--- src/rtl/rtc_alarm_cmp.sv ---
module rtc_alarm_cmp #(
  parameter int AW = 5,
  parameter int BASE = 10
) (
  input  logic          clk,
  input  logic          rst_n,
  input  logic [AW-1:0] reg_addr,
  input  logic          reg_wr,
  input  logic [7:0]    reg_wdata,
  output logic [7:0]    reg_rdata,
  input  logic [7:0]    cur_month,
  input  logic [7:0]    cur_date,
  input  logic [7:0]    cur_hour,
  input  logic [7:0]    cur_min,
  input  logic [7:0]    cur_sec,
  input  logic          sec_tick,
  input  logic          osc_fail,
  input  logic          batt_low,
  input  logic          halt_set,
  output logic          alarm_irq_n
);
  localparam logic [AW-1:0] A_MON  = AW'(BASE);
  localparam logic [AW-1:0] A_DATE = AW'(BASE + 1);
  localparam logic [AW-1:0] A_HOUR = AW'(BASE + 2);
  localparam logic [AW-1:0] A_MIN  = AW'(BASE + 3);
  localparam logic [AW-1:0] A_SEC  = AW'(BASE + 4);
  localparam logic [AW-1:0] A_FLG  = AW'(BASE + 5);
  localparam int AF_BIT = 6;
  localparam int BL_BIT = 4;
  localparam int OF_BIT = 2;

  logic       al_en, al_sqw, al_halt;
  logic [5:0] al_mon, al_date, al_hour;
  logic [6:0] al_min, al_sec;
  logic       af_q, of_q;

  wire wr_mon  = reg_wr && (reg_addr == A_MON);
  wire wr_date = reg_wr && (reg_addr == A_DATE);
  wire wr_hour = reg_wr && (reg_addr == A_HOUR);
  wire wr_min  = reg_wr && (reg_addr == A_MIN);
  wire wr_sec  = reg_wr && (reg_addr == A_SEC);
  wire wr_flg  = reg_wr && (reg_addr == A_FLG);

  wire fields_eq = (al_sec  == cur_sec[6:0])   &&
                   (al_min  == cur_min[6:0])   &&
                   (al_hour == cur_hour[5:0])  &&
                   (al_date == cur_date[5:0])  &&
                   (al_mon  == cur_month[5:0]);
  wire hit = sec_tick && fields_eq;

  always_ff @(posedge clk or negedge rst_n) begin
    if (!rst_n) begin
      al_en   <= 1'b0;
      al_sqw  <= 1'b0;
      al_mon  <= '0;
      al_date <= '0;
      al_hour <= '0;
      al_min  <= '0;
      al_sec  <= '0;
    end else begin
      if (wr_mon) begin
        al_en  <= reg_wdata[7];
        al_sqw <= reg_wdata[6];
        al_mon <= reg_wdata[5:0];
      end
      if (wr_date) al_date <= reg_wdata[5:0];
      if (wr_hour) al_hour <= reg_wdata[5:0];
      if (wr_min)  al_min  <= reg_wdata[6:0];
      if (wr_sec)  al_sec  <= reg_wdata[6:0];
    end
  end

  always_ff @(posedge clk or negedge rst_n) begin
    if (!rst_n)       al_halt <= 1'b0;
    else if (halt_set) al_halt <= 1'b1;
    else if (wr_hour)  al_halt <= reg_wdata[6];
  end

  always_ff @(posedge clk or negedge rst_n) begin
    if (!rst_n) begin
      af_q <= 1'b0;
      of_q <= 1'b0;
    end else begin
      if (hit) af_q <= 1'b1;
      else if (wr_flg && !reg_wdata[AF_BIT]) af_q <= 1'b0;
      if (osc_fail) of_q <= 1'b1;
      else if (wr_flg && !reg_wdata[OF_BIT]) of_q <= 1'b0;
    end
  end

  always_comb begin
    reg_rdata = 8'h00;
    unique case (reg_addr)
      A_MON:   reg_rdata = {al_en, al_sqw, al_mon};
      A_DATE:  reg_rdata = {2'b00, al_date};
      A_HOUR:  reg_rdata = {1'b0, al_halt, al_hour};
      A_MIN:   reg_rdata = {1'b0, al_min};
      A_SEC:   reg_rdata = {1'b0, al_sec};
      A_FLG: begin
        reg_rdata[AF_BIT] = af_q;
        reg_rdata[BL_BIT] = batt_low;
        reg_rdata[OF_BIT] = of_q;
      end
      default: reg_rdata = 8'h00;
    endcase
  end

  assign alarm_irq_n = ~(af_q & al_en);
endmodule


--- config.mk ---
export PLATFORM = sky130hd
export DESIGN_NAME = rtc_alarm_cmp
export DESIGN_NICKNAME = d
export VERILOG_FILES = /design/src/rtl/rtc_alarm_cmp.sv
export SDC_FILE = /design/constraint.sdc
export NUM_CORES = 1
export LEC_CHECK = 0
export BUFFER_PORTS_ARGS = -buffer_cell sky130_fd_sc_hd__buf_2
export CAP_MARGIN = 20
export CELL_PAD_IN_SITES_DETAIL_PLACEMENT = 0
export CELL_PAD_IN_SITES_GLOBAL_PLACEMENT = 1
export CORE_MARGIN = 1.5
export CORE_UTILIZATION = 44
export CTS_BUF_LIST = sky130_fd_sc_hd__clkbuf_8
export DETAILED_ROUTE_END_ITERATION = 12
export PLACE_DENSITY_LB_ADDON = 0.3
export SLEW_MARGIN = 40
export SYNTH_ARGS = -nofsm -noshare
export SYNTH_HDL_FRONTEND = slang
export SYNTH_SLANG_ARGS = --single-unit
--- constraint.sdc ---
create_clock -name clk -period 4.1 [get_ports clk]
set_input_delay 0.82 -clock clk [delete_from_list [all_inputs] [get_ports clk]]
set_output_delay 0.82 -clock clk [all_outputs]
set_load 0.02 [all_outputs]
# Word level (Yosys, flattened, before mapping)
# Index checks and enable logic that the tools add are counted.
[classes] add_sub_neg=0 mul=0 n_div=0 magnitude_cmp=0 eq_ne=11 n_shift=0 muxes=13 bitwise=2 n_reduce_logical=18
[op_table] op="== test 5 x 4 -> 1 bit, second input constant" n=6
[op_table] op="== test 6 bit" n=3
[op_table] op="one-hot mux 1 bit (5 select lines)" n=3
[op_table] op="== test 7 bit" n=2
[op_table] op="logical AND 1 bit" n=13
[op_table] op="one-hot mux 1 bit (6 select lines)" n=2
[op_table] op="one-hot mux 2 bit (5 select lines)" n=1
[op_table] op="2-to-1 mux 1 bit" n=7
[op_table] op="nonzero test 2 bit" n=3
[op_table] op="zero test 1 bit" n=2
[op_table] op="bitwise AND 1 bit" n=1
[op_table] op="inverter 1 bit" n=1
[totals] regBits=37 latch_bits=0 ramBits=0 romBits=0 inputBits=60 out_inout_bits=9 word_cells=54 mem_count=0

# Logic depth before layout (Yosys ltp)
[depth] ltp_word=7 ltp_mapped=5 ltp_nobuf=4

# Worst setup path before layout
# OpenSTA, ideal clock, no wires.
[synth_path] path_type="input port to output port" from="input port reg_addr[4]" to="output port reg_rdata[0]" t_arrival_ns=1.848 required_ns=3.280 slack_ns=1.432 path_stages=5 path_buffers=2 cell_sequence="and4bb_1 -> buf_6 -> buf_2 -> a222oi_1 -> a21oi_1"
[synth_via] elab_chain_cells=2 word_cells_on_any_way=6 classes_between="eq/ne (5); mux (1)"
[synth_lines] element="start, declared" line_no="7" source="input logic [AW-1:0] reg_addr,"
[synth_lines] element="== test 5 x 4 -> 1 bit" line_no="93" source="unique case (reg_addr)"
[synth_lines] element="one-hot mux 2 bit (5 select lines) (*)" line_no="93"
[synth_lines] element="end, declared" line_no="10" source="output logic [7:0] reg_rdata,"
# Every way passes the cells marked *; elsewhere a longest branch is shown, timed or not.

# Worst setup path in the final report
[layout_path] from="input port reg_addr[4]" to="output port reg_rdata[4]"
[layout_via] elab_chain_cells=2 word_cells_on_any_way=7 classes_between="eq/ne (6); mux (1)"
[layout_lines] element="== test 5 x 4 -> 1 bit" line_no="93"
[layout_lines] element="one-hot mux 1 bit (6 select lines) (*)" line_no="93"
# Marks and branches as above.

==> flow_summary.ini <==
[placement]
gp_congestion = 0.731
dpl.hpwl_mm = 3.73
pre_cts_slack_ns = 1.01
place.port_buffers = 60
placed_cell_area_um2 = 2460

[route]
ant_nets = 0
dr.pass1.iters = 4
via_per_inst = 5.23
drc_errors = 0
drtIter0Drc = 111
wl_mm = 5.13
wl_per_cell_um = 17.2
vias = 1559

[clock_network]
root_buffer = clkbuf_8
cts_tree = built
cts_buffer_depth = 2
clk_latency_ns = 0.29
cts_sinks = 37
hold_buffers = 0
post_cts_buffers = 0
cts_buffers = 5
clkTransAtPathRegs_ns = 0.07
h-tree-depth = 2
cts_resized = 0

[finish]
final_nets = 290
antenna-diode-count = 0
drive_gt1_share_pct = 46.8
fin_area_um2 = 2540
area_delta_synth_final_pct = 18.4
n_fill_cell = 443

[timing]
setup_viol = 0
grt_setup_unrepaired = false
clock.fmax_ghz = 0.322
max_slew.worst_pin.slew_ns = 0.494
timing.final.crit_share_pct = 75.7
fin_worst_skew_ns = 0.00199
fin_tns_setup_ns = 0
hold_slack_ns = 0.486
relSlewSlack_pct = 67.0
worst_slack_ns = 0.997
period_needed_ns = 3.10
hold_viol = 0
report.final.slew_viol_count = 0

[worst_setup_path]
startpoint_type = input pin
cpPeakStageDelay_ns = 0.47
crit_required_ns = 3.28
critPathCaptureType = output pin
arrival_ns = 2.28
cp_cell_sequence = buf_2 -> and4bb_1 -> buf_4 -> a22oi_1 -> a21oi_1 -> o221a_2 -> buf_2
worst_path_most_repeated_cell = buf_2
path_max_fanout = 10
crit_type = input pin to output pin
cpMaxStageDelayCell = and4bb_1

[power]
totalPowerFinal_uw = 952
power.density_nw_per_um2 = 375
irDropWorstVdd_mv = 0.172
p_leak_uw = 0.00125

[synth]
yosysWarnings = 0
ys_seq_area_share_pct = 43.2
syn_inst = 171
ys_types = 31
synth_top_area_share_pct = 43.2
synth_nets = 231
synth_area_leader_cell = dfrtp_1
synth_area_um2 = 2140
synthTopCellsByArea = dfrtp_1 43%, xor2_1 13%, mux2_2 11%, mux2_4 9.1%, buf_6 3.2%
avgSynthCellArea_um2 = 12.5
ys_ff_latch = 37

[global_route]
grt_max_degree = 38
grt_pass1_vias = 1594
grt_pass1_wl_mm = 7.95
use_met1_pct = 27.1
grt_use_met3_pct = 5.25
grt_use_met2_pct = 33.8
gr-max-usage-layer = met2
gr-total-overflow = 0
grt_antenna_before_repair = 0
grtUsageTotal_pct = 20.8

[floorplan]
die_h_um = 72.8
core_um2 = 4720
num_rows = 25
ios = 69
start_util_pct = 45.4
die_area_um2 = 5300
dieWidth_um = 72.8

[run_status]
status = finished, final reports clean

[flow_run]
cap_violations = 0

[min_path]
hold_path.class = input pin to async pin
==> logic make-up (layout without fill, tap and decap cells) <==
family	after synthesis	count (layout)	synth area share [%]
AND/OR/NAND/NOR	31	31	9.45
XOR/XNOR	32	32	13.1
flip-flops	37	37	43.2
multiplexers	34	34	20.1
AO/OA/AOI/OAI	26	26	9.98
buffers and inverters	11	71	4.20
==> cell usage in the layout (no fill, tap or decap) <==
master,instances
a21oi_1,7
a221oi_1,5
a221oi_2,2
a222oi_1,5
a22oi_1,2
and2_1,1
and3_1,1
and3_4,2
and4b_1,1
and4bb_1,2
buf_2,59
buf_4,3
clkbuf_8,5
dfrtp_1,37
inv_1,4
mux2_2,21
mux2_4,13
nand2_1,5
nand2_2,1
nand2b_1,3
nand3_1,4
nand3b_1,1
nand4_1,1
nor2b_1,1
nor3_1,1
nor4_1,7
o21ai_0,2
o221a_2,2
o31ai_1,1
xnor2_1,1
xor2_1,31
==> final timing paths <==
| kind | depth (start not counted) | startpoint | endpoint | slack (ns) |
|---|---|---|---|---|
| max | 7 | reg_addr[4] | reg_rdata[4] | 1.0 |
| min | 1 | rst_n | al_date[5] | 0.49 |
| max reg2reg | 4 | al_min[0] | af_q | 2.59 |
| min reg2reg | 2 | al_halt | al_halt | 0.51 |
| max in group asynchronous | 1 | rst_n | al_date[2] | 3.29 |
| min in group clk | 2 | al_halt | al_halt | 0.51 |
==> cell type report <==
class                   instances  area (um2)  share of cell area (%)
flip-flops and latches         37         926                    36.5
well taps                      67        83.8                    3.30
multi-input cells             123        1130                    44.4
clock inverters                 3        11.3                   0.443
clock buffers                   5        68.8                    2.71
repair buffers                 62         318                    12.5
inverters                       1        3.75                   0.148
==> power breakdown <==
group | leakage, uW | internal [uW] | switching, uW | total, uW
combinational | 0.000730 | 129 | 89.0 | 218
clock | 0.0000519 | 113 | 125 | 239
sequential | 0.000466 | 431 | 64.0 | 495
==> cell usage after synthesis <==
| library cell | number |
|---|---|
| inv_1 | 1 |
| nand4_1 | 1 |
| and2_1 | 1 |
| buf_6 | 6 |
| nand3_1 | 4 |
| a22oi_1 | 2 |
| o31ai_1 | 1 |
| nand3b_1 | 1 |
| mux2_2 | 21 |
| a221oi_1 | 5 |
| mux2_4 | 13 |
| o221a_2 | 2 |
| o21ai_0 | 2 |
| buf_2 | 3 |
| a21oi_1 | 7 |
| nor4_1 | 7 |
| nor3_1 | 1 |
| dfrtp_1 | 37 |
| clkbuf_1 | 1 |
| nor2b_1 | 1 |
| nand2_1 | 5 |
| and3_1 | 1 |
| and4b_1 | 1 |
| and4bb_1 | 2 |
| and3_4 | 2 |
| xnor2_1 | 1 |
| xor2_1 | 31 |
| nand2_2 | 1 |
| nand2b_1 | 3 |
| a221oi_2 | 2 |
| a222oi_1 | 5 |
==> routing by layer <==
layer	wire length, um	share of wire, %
met5	0	0
met2	2340	46
met4	48	0.94
met1	2490	48
met3	256	5.0
==> registers in the layout (all words and copies together) (netlist names) <==
name / flops
of_q: 1
al_sqw: 1
al_min: 7
al_halt: 1
al_sec: 7
al_hour: 6
al_en: 1
al_mon: 6
af_q: 1
al_date: 6
==> critical path, delay by kind of cell <==
kind,cells,cell delay [ns]
buffers and inverters,3,0.52
AND/OR/NAND/NOR,1,0.47
AO/OA/AOI/OAI,3,0.48
==> stage by stage <==
| step | utilization [%] | instances |
|---|---|---|
| 2_1_floorplan | - | 171 |
| 3_3_place_gp | 52.0 | 290 |
| 3_5_place_dp | 52.1 | 290 |
| 4_1_cts | 53.8 | 298 |
| 5_1_grt | 53.8 | 298 |
| 6_report | 53.8 | 298 |
Note: power is estimated with default switching activity, not from simulation.
